===== src/rtl/spi_sector_pkg.sv =====
// Shared constants and the sequencer state type for the SPI sector poller.
// Assumes: single clock domain, SPI slave framing reset by high select.
package spi_sector_pkg;

    localparam logic [7:0] CMD_STATUS   = 8'h50;
    localparam logic [7:0] CMD_TO_SLAVE = 8'h51;
    localparam logic [7:0] CMD_FROM_SLV = 8'h52;
    localparam logic [5:0] STATUS_SIG   = 6'b101001;
    localparam int         RESP_BYTES   = 4;

    typedef enum logic [3:0] {
        SQ_IDLE,
        SQ_POLL,
        SQ_DECIDE,
        SQ_FETCH,
        SQ_WAIT_RD,
        SQ_RD_CMD,
        SQ_RD_NEED,
        SQ_RD_SHIFT,
        SQ_WAIT_WR,
        SQ_WR_CMD,
        SQ_WR_SHIFT,
        SQ_WR_HAND
    } seq_state_t;

endpackage


===== src/rtl/sp_poll_timer.sv =====
// Poll prescaler: emits a one-cycle tick every PERIOD clock cycles.
// Assumes: PERIOD >= 2; the first tick comes PERIOD cycles after reset.
module sp_poll_timer #(
    parameter int PERIOD = 5_000_000
) (
    input  logic clk,
    input  logic rst_n,
    output logic tick
);
    localparam int CW = (PERIOD > 2) ? $clog2(PERIOD) : 1;
    localparam logic [CW-1:0] LAST = CW'(PERIOD - 1);

    logic [CW-1:0] cnt;

    // Wrap the counter and flag each wrap.
    always_ff @(posedge clk) begin
        if (!rst_n) begin
            cnt  <= '0;
            tick <= 1'b0;
        end else if (cnt == LAST) begin
            cnt  <= '0;
            tick <= 1'b1;
        end else begin
            cnt  <= cnt + 1'b1;
            tick <= 1'b0;
        end
    end


    tick_pulse_chk: assert property (@(posedge clk) disable iff (!rst_n)
        tick |=> !tick);

endmodule


===== src/rtl/sp_byte_shifter.sv =====
// SPI mode-0 byte shifter: on start it shifts out tx MSB first while it
// samples MISO on each rising SCLK edge, then pulses done with the received byte.
// Assumes: start is given only while the shifter is idle; select is
// handled by the caller.
module sp_byte_shifter #(
    parameter int SCK_HALF = 4
) (
    input  logic       clk,
    input  logic       rst_n,
    input  logic       start,
    input  logic [7:0] tx,
    input  logic       miso,
    output logic       sclk,
    output logic       mosi,
    output logic       done,
    output logic [7:0] rx
);
    localparam int HW = (SCK_HALF > 1) ? $clog2(SCK_HALF) : 1;
    localparam logic [HW-1:0] HALF_LAST = HW'(SCK_HALF - 1);

    logic          busy;
    logic [HW-1:0] half_cnt;
    logic [2:0]    bit_idx;
    logic [7:0]    sh_tx;
    logic [7:0]    sh_rx;

    // Step through the low and high SCLK phases of eight bits.
    always_ff @(posedge clk) begin
        if (!rst_n) begin
            busy     <= 1'b0;
            half_cnt <= '0;
            bit_idx  <= '0;
            sh_tx    <= '0;
            sh_rx    <= '0;
            sclk     <= 1'b0;
            done     <= 1'b0;
        end else begin
            done <= 1'b0;
            if (!busy) begin
                if (start) begin
                    busy     <= 1'b1;
                    sh_tx    <= tx;
                    half_cnt <= '0;
                    bit_idx  <= '0;
                    sclk     <= 1'b0;
                end
            end else if (half_cnt == HALF_LAST) begin
                half_cnt <= '0;
                if (!sclk) begin
                    sclk  <= 1'b1;
                    sh_rx <= {sh_rx[6:0], miso};
                end else begin
                    sclk <= 1'b0;
                    if (bit_idx == 3'd7) begin
                        busy <= 1'b0;
                        done <= 1'b1;
                    end else begin
                        bit_idx <= bit_idx + 1'b1;
                        sh_tx   <= {sh_tx[6:0], 1'b0};
                    end
                end
            end else begin
                half_cnt <= half_cnt + 1'b1;
            end
        end
    end

    // Present the current bit only while a byte is in flight.
    always_comb begin
        mosi = busy ? sh_tx[7] : 1'b0;
        rx   = sh_rx;
    end


    // A byte ends on a falling SCLK edge.
    byte_end_chk: assert property (@(posedge clk) disable iff (!rst_n)
        done |-> (!sclk && $past(sclk)));

    done_pulse_chk: assert property (@(posedge clk) disable iff (!rst_n)
        done |=> !done);

endmodule


===== src/rtl/sp_sequencer.sv =====
// Transaction sequencer: runs status polls, decodes the status word and
// drives the fetch, 0x51 read-out and 0x52 write-in transactions.
// Assumes: the byte shifter accepts start only when idle and pulses done
// once per byte; storage handshakes follow valid/ready rules.
module sp_sequencer
    import spi_sector_pkg::*;
#(
    parameter int CS_GAP       = 8,
    parameter int SECTOR_BYTES = 512
) (
    input  logic        clk,
    input  logic        rst_n,
    input  logic        poll_tick,
    output logic        eng_start,
    output logic [7:0]  eng_tx,
    input  logic        eng_done,
    input  logic [7:0]  eng_rx,
    output logic        cs_n,
    output logic        fetch_req,
    input  logic        fetch_ack,
    input  logic        fetch_err,
    output logic [23:0] xfer_sector,
    input  logic [7:0]  src_data,
    input  logic        src_valid,
    output logic        src_ready,
    output logic [7:0]  snk_data,
    output logic        snk_valid,
    input  logic        snk_ready,
    output logic [31:0] status_word,
    output logic        status_chg
);
    localparam int GW   = $clog2(CS_GAP + 1);
    localparam int IDXW = $clog2(SECTOR_BYTES);
    localparam logic [GW-1:0]   GAP_DONE = GW'(CS_GAP);
    localparam logic [IDXW-1:0] LAST_IDX = IDXW'(SECTOR_BYTES - 1);
    localparam logic [IDXW-1:0] RESP_END = IDXW'(RESP_BYTES);

    seq_state_t    state;
    logic          poll_pend;
    logic [GW-1:0] hi_cnt;
    logic          gap_ok;
    logic [IDXW-1:0] byte_idx;
    logic [23:0]   sh_word;
    logic [31:0]   new_word;
    logic          sig_ok;
    logic          want_rd;
    logic          want_wr;

    // Decode the latest status word and form the word being assembled.
    always_comb begin
        gap_ok    = (hi_cnt == GAP_DONE);
        new_word  = {sh_word, eng_rx};
        sig_ok    = (status_word[7:2] == STATUS_SIG);
        want_rd   = sig_ok && status_word[0];
        want_wr   = sig_ok && status_word[1];
        src_ready = (state == SQ_RD_NEED);
    end

    // Count cycles of high select, saturating at CS_GAP.
    always_ff @(posedge clk) begin
        if (!rst_n) begin
            hi_cnt <= '0;
        end else if (!cs_n) begin
            hi_cnt <= '0;
        end else if (!gap_ok) begin
            hi_cnt <= hi_cnt + 1'b1;
        end
    end

    // Remember a poll tick until a poll can start.
    always_ff @(posedge clk) begin
        if (!rst_n) begin
            poll_pend <= 1'b0;
        end else if (state == SQ_IDLE && poll_pend && gap_ok) begin
            poll_pend <= poll_tick;
        end else if (poll_tick) begin
            poll_pend <= 1'b1;
        end
    end

    // Main transaction state machine.
    always_ff @(posedge clk) begin
        if (!rst_n) begin
            state       <= SQ_IDLE;
            cs_n        <= 1'b1;
            eng_start   <= 1'b0;
            eng_tx      <= '0;
            byte_idx    <= '0;
            sh_word     <= '0;
            status_word <= '0;
            status_chg  <= 1'b0;
            fetch_req   <= 1'b0;
            xfer_sector <= '0;
            snk_data    <= '0;
            snk_valid   <= 1'b0;
        end else begin
            eng_start  <= 1'b0;
            status_chg <= 1'b0;
            case (state)
                SQ_IDLE: begin
                    if (poll_pend && gap_ok) begin
                        cs_n      <= 1'b0;
                        eng_start <= 1'b1;
                        eng_tx    <= CMD_STATUS;
                        byte_idx  <= '0;
                        state     <= SQ_POLL;
                    end
                end
                SQ_POLL: begin
                    if (eng_done) begin
                        if (byte_idx != '0) begin
                            sh_word <= new_word[23:0];
                        end
                        if (byte_idx == RESP_END) begin
                            cs_n        <= 1'b1;
                            status_word <= new_word;
                            status_chg  <= (new_word != status_word);
                            state       <= SQ_DECIDE;
                        end else begin
                            byte_idx  <= byte_idx + 1'b1;
                            eng_start <= 1'b1;
                            eng_tx    <= 8'h00;
                        end
                    end
                end
                SQ_DECIDE: begin
                    if (want_rd || want_wr) begin
                        xfer_sector <= status_word[31:8];
                    end
                    if (want_rd) begin
                        fetch_req <= 1'b1;
                        state     <= SQ_FETCH;
                    end else if (want_wr) begin
                        state <= SQ_WAIT_WR;
                    end else begin
                        state <= SQ_IDLE;
                    end
                end
                SQ_FETCH: begin
                    if (fetch_ack) begin
                        fetch_req <= 1'b0;
                        state     <= fetch_err ? SQ_IDLE : SQ_WAIT_RD;
                    end
                end
                SQ_WAIT_RD: begin
                    if (gap_ok) begin
                        cs_n      <= 1'b0;
                        eng_start <= 1'b1;
                        eng_tx    <= CMD_TO_SLAVE;
                        state     <= SQ_RD_CMD;
                    end
                end
                SQ_RD_CMD: begin
                    if (eng_done) begin
                        byte_idx <= '0;
                        state    <= SQ_RD_NEED;
                    end
                end
                SQ_RD_NEED: begin
                    if (src_valid) begin
                        eng_start <= 1'b1;
                        eng_tx    <= src_data;
                        state     <= SQ_RD_SHIFT;
                    end
                end
                SQ_RD_SHIFT: begin
                    if (eng_done) begin
                        if (byte_idx == LAST_IDX) begin
                            cs_n  <= 1'b1;
                            state <= SQ_IDLE;
                        end else begin
                            byte_idx <= byte_idx + 1'b1;
                            state    <= SQ_RD_NEED;
                        end
                    end
                end
                SQ_WAIT_WR: begin
                    if (gap_ok) begin
                        cs_n      <= 1'b0;
                        eng_start <= 1'b1;
                        eng_tx    <= CMD_FROM_SLV;
                        state     <= SQ_WR_CMD;
                    end
                end
                SQ_WR_CMD: begin
                    if (eng_done) begin
                        byte_idx  <= '0;
                        eng_start <= 1'b1;
                        eng_tx    <= 8'h00;
                        state     <= SQ_WR_SHIFT;
                    end
                end
                SQ_WR_SHIFT: begin
                    if (eng_done) begin
                        snk_data  <= eng_rx;
                        snk_valid <= 1'b1;
                        state     <= SQ_WR_HAND;
                    end
                end
                SQ_WR_HAND: begin
                    if (snk_ready) begin
                        snk_valid <= 1'b0;
                        if (byte_idx == LAST_IDX) begin
                            cs_n  <= 1'b1;
                            state <= SQ_IDLE;
                        end else begin
                            byte_idx  <= byte_idx + 1'b1;
                            eng_start <= 1'b1;
                            eng_tx    <= 8'h00;
                            state     <= SQ_WR_SHIFT;
                        end
                    end
                end
                default: state <= SQ_IDLE;
            endcase
        end
    end


    chg_pulse_chk: assert property (@(posedge clk) disable iff (!rst_n)
        status_chg |=> !status_chg);

    chg_at_end_chk: assert property (@(posedge clk) disable iff (!rst_n)
        status_chg |-> $rose(cs_n));

    fetch_hold_chk: assert property (@(posedge clk) disable iff (!rst_n)
        (fetch_req && !fetch_ack) |=> (fetch_req && $stable(xfer_sector)));

    fetch_deselected_chk: assert property (@(posedge clk) disable iff (!rst_n)
        fetch_req |-> cs_n);

    snk_hold_chk: assert property (@(posedge clk) disable iff (!rst_n)
        (snk_valid && !snk_ready) |=> (snk_valid && $stable(snk_data)));

endmodule


===== src/rtl/spi_sector_poller.sv =====
// Top of the SPI sector-transfer polling master: joins the poll prescaler,
// the mode-0 byte shifter and the transaction sequencer.
// Assumes: CLK_HZ/POLL_HZ >= 2 and SCK_HALF clock cycles per SCLK phase.
module spi_sector_poller #(
    parameter int CLK_HZ       = 50_000_000,
    parameter int POLL_HZ      = 10,
    parameter int SCK_HALF     = 4,
    parameter int CS_GAP       = 8,
    parameter int SECTOR_BYTES = 512
) (
    input  logic        clk,
    input  logic        rst_n,
    output logic        spi_sclk,
    output logic        spi_mosi,
    input  logic        spi_miso,
    output logic        spi_cs_n,
    output logic        fetch_req,
    input  logic        fetch_ack,
    input  logic        fetch_err,
    output logic [23:0] xfer_sector,
    input  logic [7:0]  src_data,
    input  logic        src_valid,
    output logic        src_ready,
    output logic [7:0]  snk_data,
    output logic        snk_valid,
    input  logic        snk_ready,
    output logic [31:0] status_word,
    output logic        status_chg
);
    localparam int POLL_CYCLES = CLK_HZ / POLL_HZ;

    logic       poll_tick;
    logic       eng_start;
    logic [7:0] eng_tx;
    logic       eng_done;
    logic [7:0] eng_rx;

    sp_poll_timer #(.PERIOD(POLL_CYCLES)) u_timer (
        .clk   (clk),
        .rst_n (rst_n),
        .tick  (poll_tick)
    );

    sp_byte_shifter #(.SCK_HALF(SCK_HALF)) u_shift (
        .clk   (clk),
        .rst_n (rst_n),
        .start (eng_start),
        .tx    (eng_tx),
        .miso  (spi_miso),
        .sclk  (spi_sclk),
        .mosi  (spi_mosi),
        .done  (eng_done),
        .rx    (eng_rx)
    );

    sp_sequencer #(.CS_GAP(CS_GAP), .SECTOR_BYTES(SECTOR_BYTES)) u_seq (
        .clk         (clk),
        .rst_n       (rst_n),
        .poll_tick   (poll_tick),
        .eng_start   (eng_start),
        .eng_tx      (eng_tx),
        .eng_done    (eng_done),
        .eng_rx      (eng_rx),
        .cs_n        (spi_cs_n),
        .fetch_req   (fetch_req),
        .fetch_ack   (fetch_ack),
        .fetch_err   (fetch_err),
        .xfer_sector (xfer_sector),
        .src_data    (src_data),
        .src_valid   (src_valid),
        .src_ready   (src_ready),
        .snk_data    (snk_data),
        .snk_valid   (snk_valid),
        .snk_ready   (snk_ready),
        .status_word (status_word),
        .status_chg  (status_chg)
    );


    sclk_idle_chk: assert property (@(posedge clk) disable iff (!rst_n)
        spi_cs_n |-> !spi_sclk);

    mosi_idle_chk: assert property (@(posedge clk) disable iff (!rst_n)
        spi_cs_n |-> !spi_mosi);

endmodule


===== config.mk =====
export PLATFORM = sky130hd
export DESIGN_NAME = spi_sector_poller
export DESIGN_NICKNAME = d
export VERILOG_FILES = /design/src/rtl/spi_sector_pkg.sv /design/src/rtl/sp_poll_timer.sv /design/src/rtl/sp_byte_shifter.sv /design/src/rtl/sp_sequencer.sv /design/src/rtl/spi_sector_poller.sv
export SDC_FILE = /design/constraint.sdc
export NUM_CORES = 1
export LEC_CHECK = 0
export BUFFER_PORTS_ARGS = -buffer_cell sky130_fd_sc_hd__buf_2
export CAP_MARGIN = 20
export CORE_MARGIN = 10
export CORE_UTILIZATION = 55
export DETAILED_ROUTE_END_ITERATION = 6
export GPL_TIMING_DRIVEN = 0
export PLACE_DENSITY = 0.76
export SKIP_CTS_REPAIR_TIMING = 1
export SLEW_MARGIN = 30
export SYNTH_ARGS = -nofsm -noshare
export SYNTH_HDL_FRONTEND = slang
export SYNTH_HIERARCHICAL = 1
export SYNTH_SLANG_ARGS = --single-unit

===== constraint.sdc =====
create_clock -name clk -period 2.75 [get_ports clk]
set_input_delay 0.1375 -clock clk [delete_from_list [all_inputs] [get_ports clk]]
set_output_delay 0.1375 -clock clk [all_outputs]
set_load 0.01 [all_outputs]

==> results.sh <==
export IMPL_drtAntennaViolNets=0
export IMPL_layout_min_cycle_time_ns=2.43
export IMPL_met2_usage=0.323
export IMPL_pin_count=86
export IMPL_rr_worst_depth=9
export IMPL_numClockSinks=167
export IMPL_vias=6708
export IMPL_rsz0062_at_grt="false"
export IMPL_syn_area_um2=7590
export IMPL_cpMostUsedCell="ha_1"
export IMPL_routed_wl_um=20100
export IMPL_antenna_found_initial=0
export IMPL_crit_buf_inv=0
export IMPL_path_delay_family="simple AND/OR/NAND/NOR gates"
export IMPL_stdcell_area_um2=8890
export IMPL_cts_reportedPaths_clkPinSlew_ns=0.06
export IMPL_report_final_setup_viol=0
export IMPL_violations="negative hold slack"
export IMPL_cts_tree="yes"
export IMPL_finalClockSkew_ns=0.0120
export IMPL_die_w_um=137
export IMPL_synthArstFlopShare=0
export IMPL_die_y_um=137
export IMPL_path_max_fanout=8
export IMPL_top_usage_layer="met2"
export IMPL_post_synth_num_cell_types=73
export IMPL_placed_cell_area_um2=8230
export IMPL_hpwlAfterDp_um=14200
export IMPL_maxCapViolCount=0
export IMPL_initial_utilization=0.566
export IMPL_dr_pass1_iters=6
export IMPL_clk_latency_ns=0.43
export IMPL_pre_cts_ws_ns=0.365
export IMPL_grt_first_pass_wirelength_um=31900
export IMPL_finalMaxSlewViolations=0
export IMPL_multiInputGateArea_um2=3910
export IMPL_outcome="finished with violations"
export IMPL_areaGrowthSynthToFinish_pct=17.2
export IMPL_grt_ovfl_total=0
export IMPL_critPathArrivalTime_ns=2.75
export IMPL_worstPathRequired_ns=3.06
export IMPL_grt_max_degree=17
export IMPL_power_density_nw_per_um2=661
export IMPL_cts_made_buffers=17
export IMPL_r2r_slack_ns=0.32
export IMPL_tightest_slew_ns=0.755
export IMPL_fin_crit_sh=0.885
export IMPL_power_frac_seq=0.427
export IMPL_netlist_instances=873
export IMPL_power_switching_w=0.00159
export IMPL_synth_edf_count=0
export IMPL_antenna_cells=0
export IMPL_synth_avg_cell_area_um2=8.69
export IMPL_relSlewSlack=0.497
export IMPL_slowest_stage="or4b_4"
export IMPL_first_iter_violations=659
export IMPL_path_depth=9
export IMPL_pwr_share_clk=0.428
export IMPL_cts_htree_levels=4
export IMPL_min_path_type="input port to flop"
export IMPL_peakVddDrop_v=0.000524
export IMPL_synth_top_area_frac=0.441
export IMPL_grt_util_all_layers=0.210
export IMPL_core_rowCount=42
export IMPL_met1_usage=0.279
export IMPL_max_freq_mhz=411
export IMPL_core_um2=13400
export IMPL_cp_cell_sequence="ha_1, nand3_1, nor2_1, ha_1, nand2_1, and4b_1, nor2_2, or4b_4, o41ai_1"
export IMPL_whs_ns=-0.0250
export IMPL_yosysTopAreaCell="dfxtp_1"
export IMPL_grt_pass1_vias=6168
export IMPL_slowest_delay_ns=0.54
export IMPL_synth_seq_cells=167
export IMPL_timing_final_ws_setup_ns=0.316
export IMPL_place_congestion=0.945
export IMPL_p_leak_nw=3.54
export IMPL_finalNetCount=1005
export IMPL_fillers=1143
export IMPL_yosys_top_cells_area="dfxtp_1, mux2i_1, nand2_1, xnor2_1, a21oi_1"
export IMPL_swShare=0.270
export IMPL_numPortBuffers=85
export IMPL_power_w=0.00588
export IMPL_root_buffer="clkbuf_16"
export IMPL_setup_tns_ns=0
export IMPL_regArea_um2=3340
export IMPL_yosys_warnings=6
export IMPL_combPwrFrac=0.145
export IMPL_vias_per_cell=5.74
export IMPL_cp_end_kind="flop"
export IMPL_post_drt_wl_per_cell_um=17.2
export IMPL_crit_end="u_seq/byte_idx[7]"
export IMPL_crit_start="u_seq/byte_idx[0]"
export IMPL_ys_seq_area_frac=0.441
export IMPL_drive_gt1_frac=0.173
export IMPL_rr_startpoint="u_seq/byte_idx[0]"
export IMPL_p_int_w=0.00429
export IMPL_drc=0
export IMPL_grt_use_met3=0.0539
export IMPL_die_area_um2=18900
export IMPL_worstSetupPathType="flop to flop"
export IMPL_ys_flop_type="dfxtp_1"
export IMPL_r2r_end="u_seq/byte_idx[7]"
export IMPL_synth_net_count=898
export IMPL_finalHoldViolCount=1
export IMPL_startpoint_type="flop"
export IMPL_cts_buffer_depth=2
-- state kept, by name (all words and copies together) (netlist names) --
register,cells
u_shift/sh_tx,8
u_seq/eng_tx,8
u_seq/snk_data,8
u_timer/tick,1
u_seq/hi_cnt,4
u_shift/done,1
u_seq/poll_pend,1
u_seq/sh_word,24
u_timer/cnt,23
u_shift/half_cnt,2
u_shift/busy,1
u_seq/xfer_sector,24
u_seq/status_word,32
u_seq/eng_start,1
u_shift/bit_idx,3
u_seq/byte_idx,9
u_seq/snk_valid,1
u_shift/sclk,1
u_seq/fetch_req,1
u_shift/rx,8
u_seq/status_chg,1
u_seq/state,4
u_seq/cs_n,1
-- cell usage in the layout (no fill, tap or decap), types with 4 or more instances in the layout --
cell type	netlist	final
o311ai_0	4	4
nor2_1	76	76
clkbuf_16	0	17
nand2_1	150	150
a21oi_2	8	8
buf_4	4	4
dfxtp_1	167	167
or4_1	4	4
o41ai_1	4	4
nor4_1	11	11
buf_6	4	4
o31ai_1	8	8
nand4_1	14	14
xor2_1	5	5
inv_1	19	19
a21oi_1	75	75
nor4b_1	4	4
o21ai_0	22	22
buf_2	17	102
inv_6	0	4
or3_1	7	7
nand3_1	27	27
nor2b_1	15	15
ha_1	10	10
mux2i_1	62	62
nand3b_1	4	4
nor3_1	8	8
xnor2_1	47	47
clkbuf_1	24	24
-- cell type report --
cell class,count,area share
Multi-Input combinational cell,634,0.439
Sequential cell,167,0.376
Clock buffer,20,0.0525
Timing Repair Buffer,88,0.0512
Buffer,53,0.0300
Tap cell,176,0.0248
Clock inverter,12,0.0182
Inverter,19,0.00802
-- synthesized netlist by cell type (all sizes together), types with 2 or more instances --
cell,n
a211oi,4
a21boi,2
a21oi,83
a22o,2
a31oi,3
a32o,2
and2,2
and3,4
and3b,3
and4b,2
buf,28
clkbuf,25
dfxtp,167
ha,10
inv,19
mux2i,62
nand2,150
nand2b,3
nand3,27
nand3b,4
nand4,16
nor2,79
nor2b,15
nor3,9
nor3b,3
nor4,11
nor4b,4
nor4bb,2
o2111ai,3
o21ai,24
o22ai,3
o311ai,4
o31ai,9
o32ai,2
o41ai,4
or2,3
or3,8
or4,5
xnor2,47
xor2,5
-- stage by stage --
stage | hold slack (ns) | utilization | instances
CTS | -0.0420 | 0.661 | 1166
finish | -0.0250 | 0.664 | 1169
global placement | 0.403 | 0.614 | 1134
global route | -0.00277 | 0.664 | 1169
floorplan | 0.256 | - | 873
detailed placement | 0.413 | 0.614 | 1134
-- how the worst min path moves through the flow --
stage | from | endpoint | cells after the start
final | src_data[5] | u_seq/eng_tx[5] | 3
after global routing | src_data[5] | u_seq/eng_tx[5] | 3
after CTS | src_data[7] | u_seq/eng_tx[7] | 3
after detailed placement | src_data[7] | u_seq/eng_tx[7] | 3
after global placement | src_data[7] | u_seq/eng_tx[7] | 3
after floorplan | rst_n | u_timer/tick | 2
-- logic make-up after synthesis --
| logic type | count (synthesis) | share of synthesized area |
|---|---|---|
| AO/OA/AOI/OAI | 157 | 0.134 |
| XOR/XNOR | 52 | 0.0600 |
| adder cells (fa/ha/maj) | 10 | 0.0165 |
| buffers and inverters | 72 | 0.0445 |
| flip-flops | 167 | 0.441 |
| multiplexers | 62 | 0.0818 |
| AND/OR/NAND/NOR | 353 | 0.223 |
-- metal layers --
layer  routed length, um  part of all wire  vias up
li1                    -                 -     3248
met1                8870              0.44     3148
met2                9230              0.46      271
met3                1580             0.079       41
met4                 388             0.019        0
met5                   0                 0        -
-- tightest hold or removal path, cell delays in order --
cell and delay (ns):
buf_2 0.10, nand3_1 0.06, mux2i_1 0.06
-- power groups by stage --
stage	logic, W	clock network (W)	registers, W
finish	0.000851	0.00252	0.00251
global route	0.000914	0.00264	0.00252
CTS	0.000826	0.00255	0.00251
detailed placement	0.000819	0	0.00257
global placement	0.000812	0	0.00256
floorplan	0.000632	0	0.00256
Power figures use the tool's default switching activity.
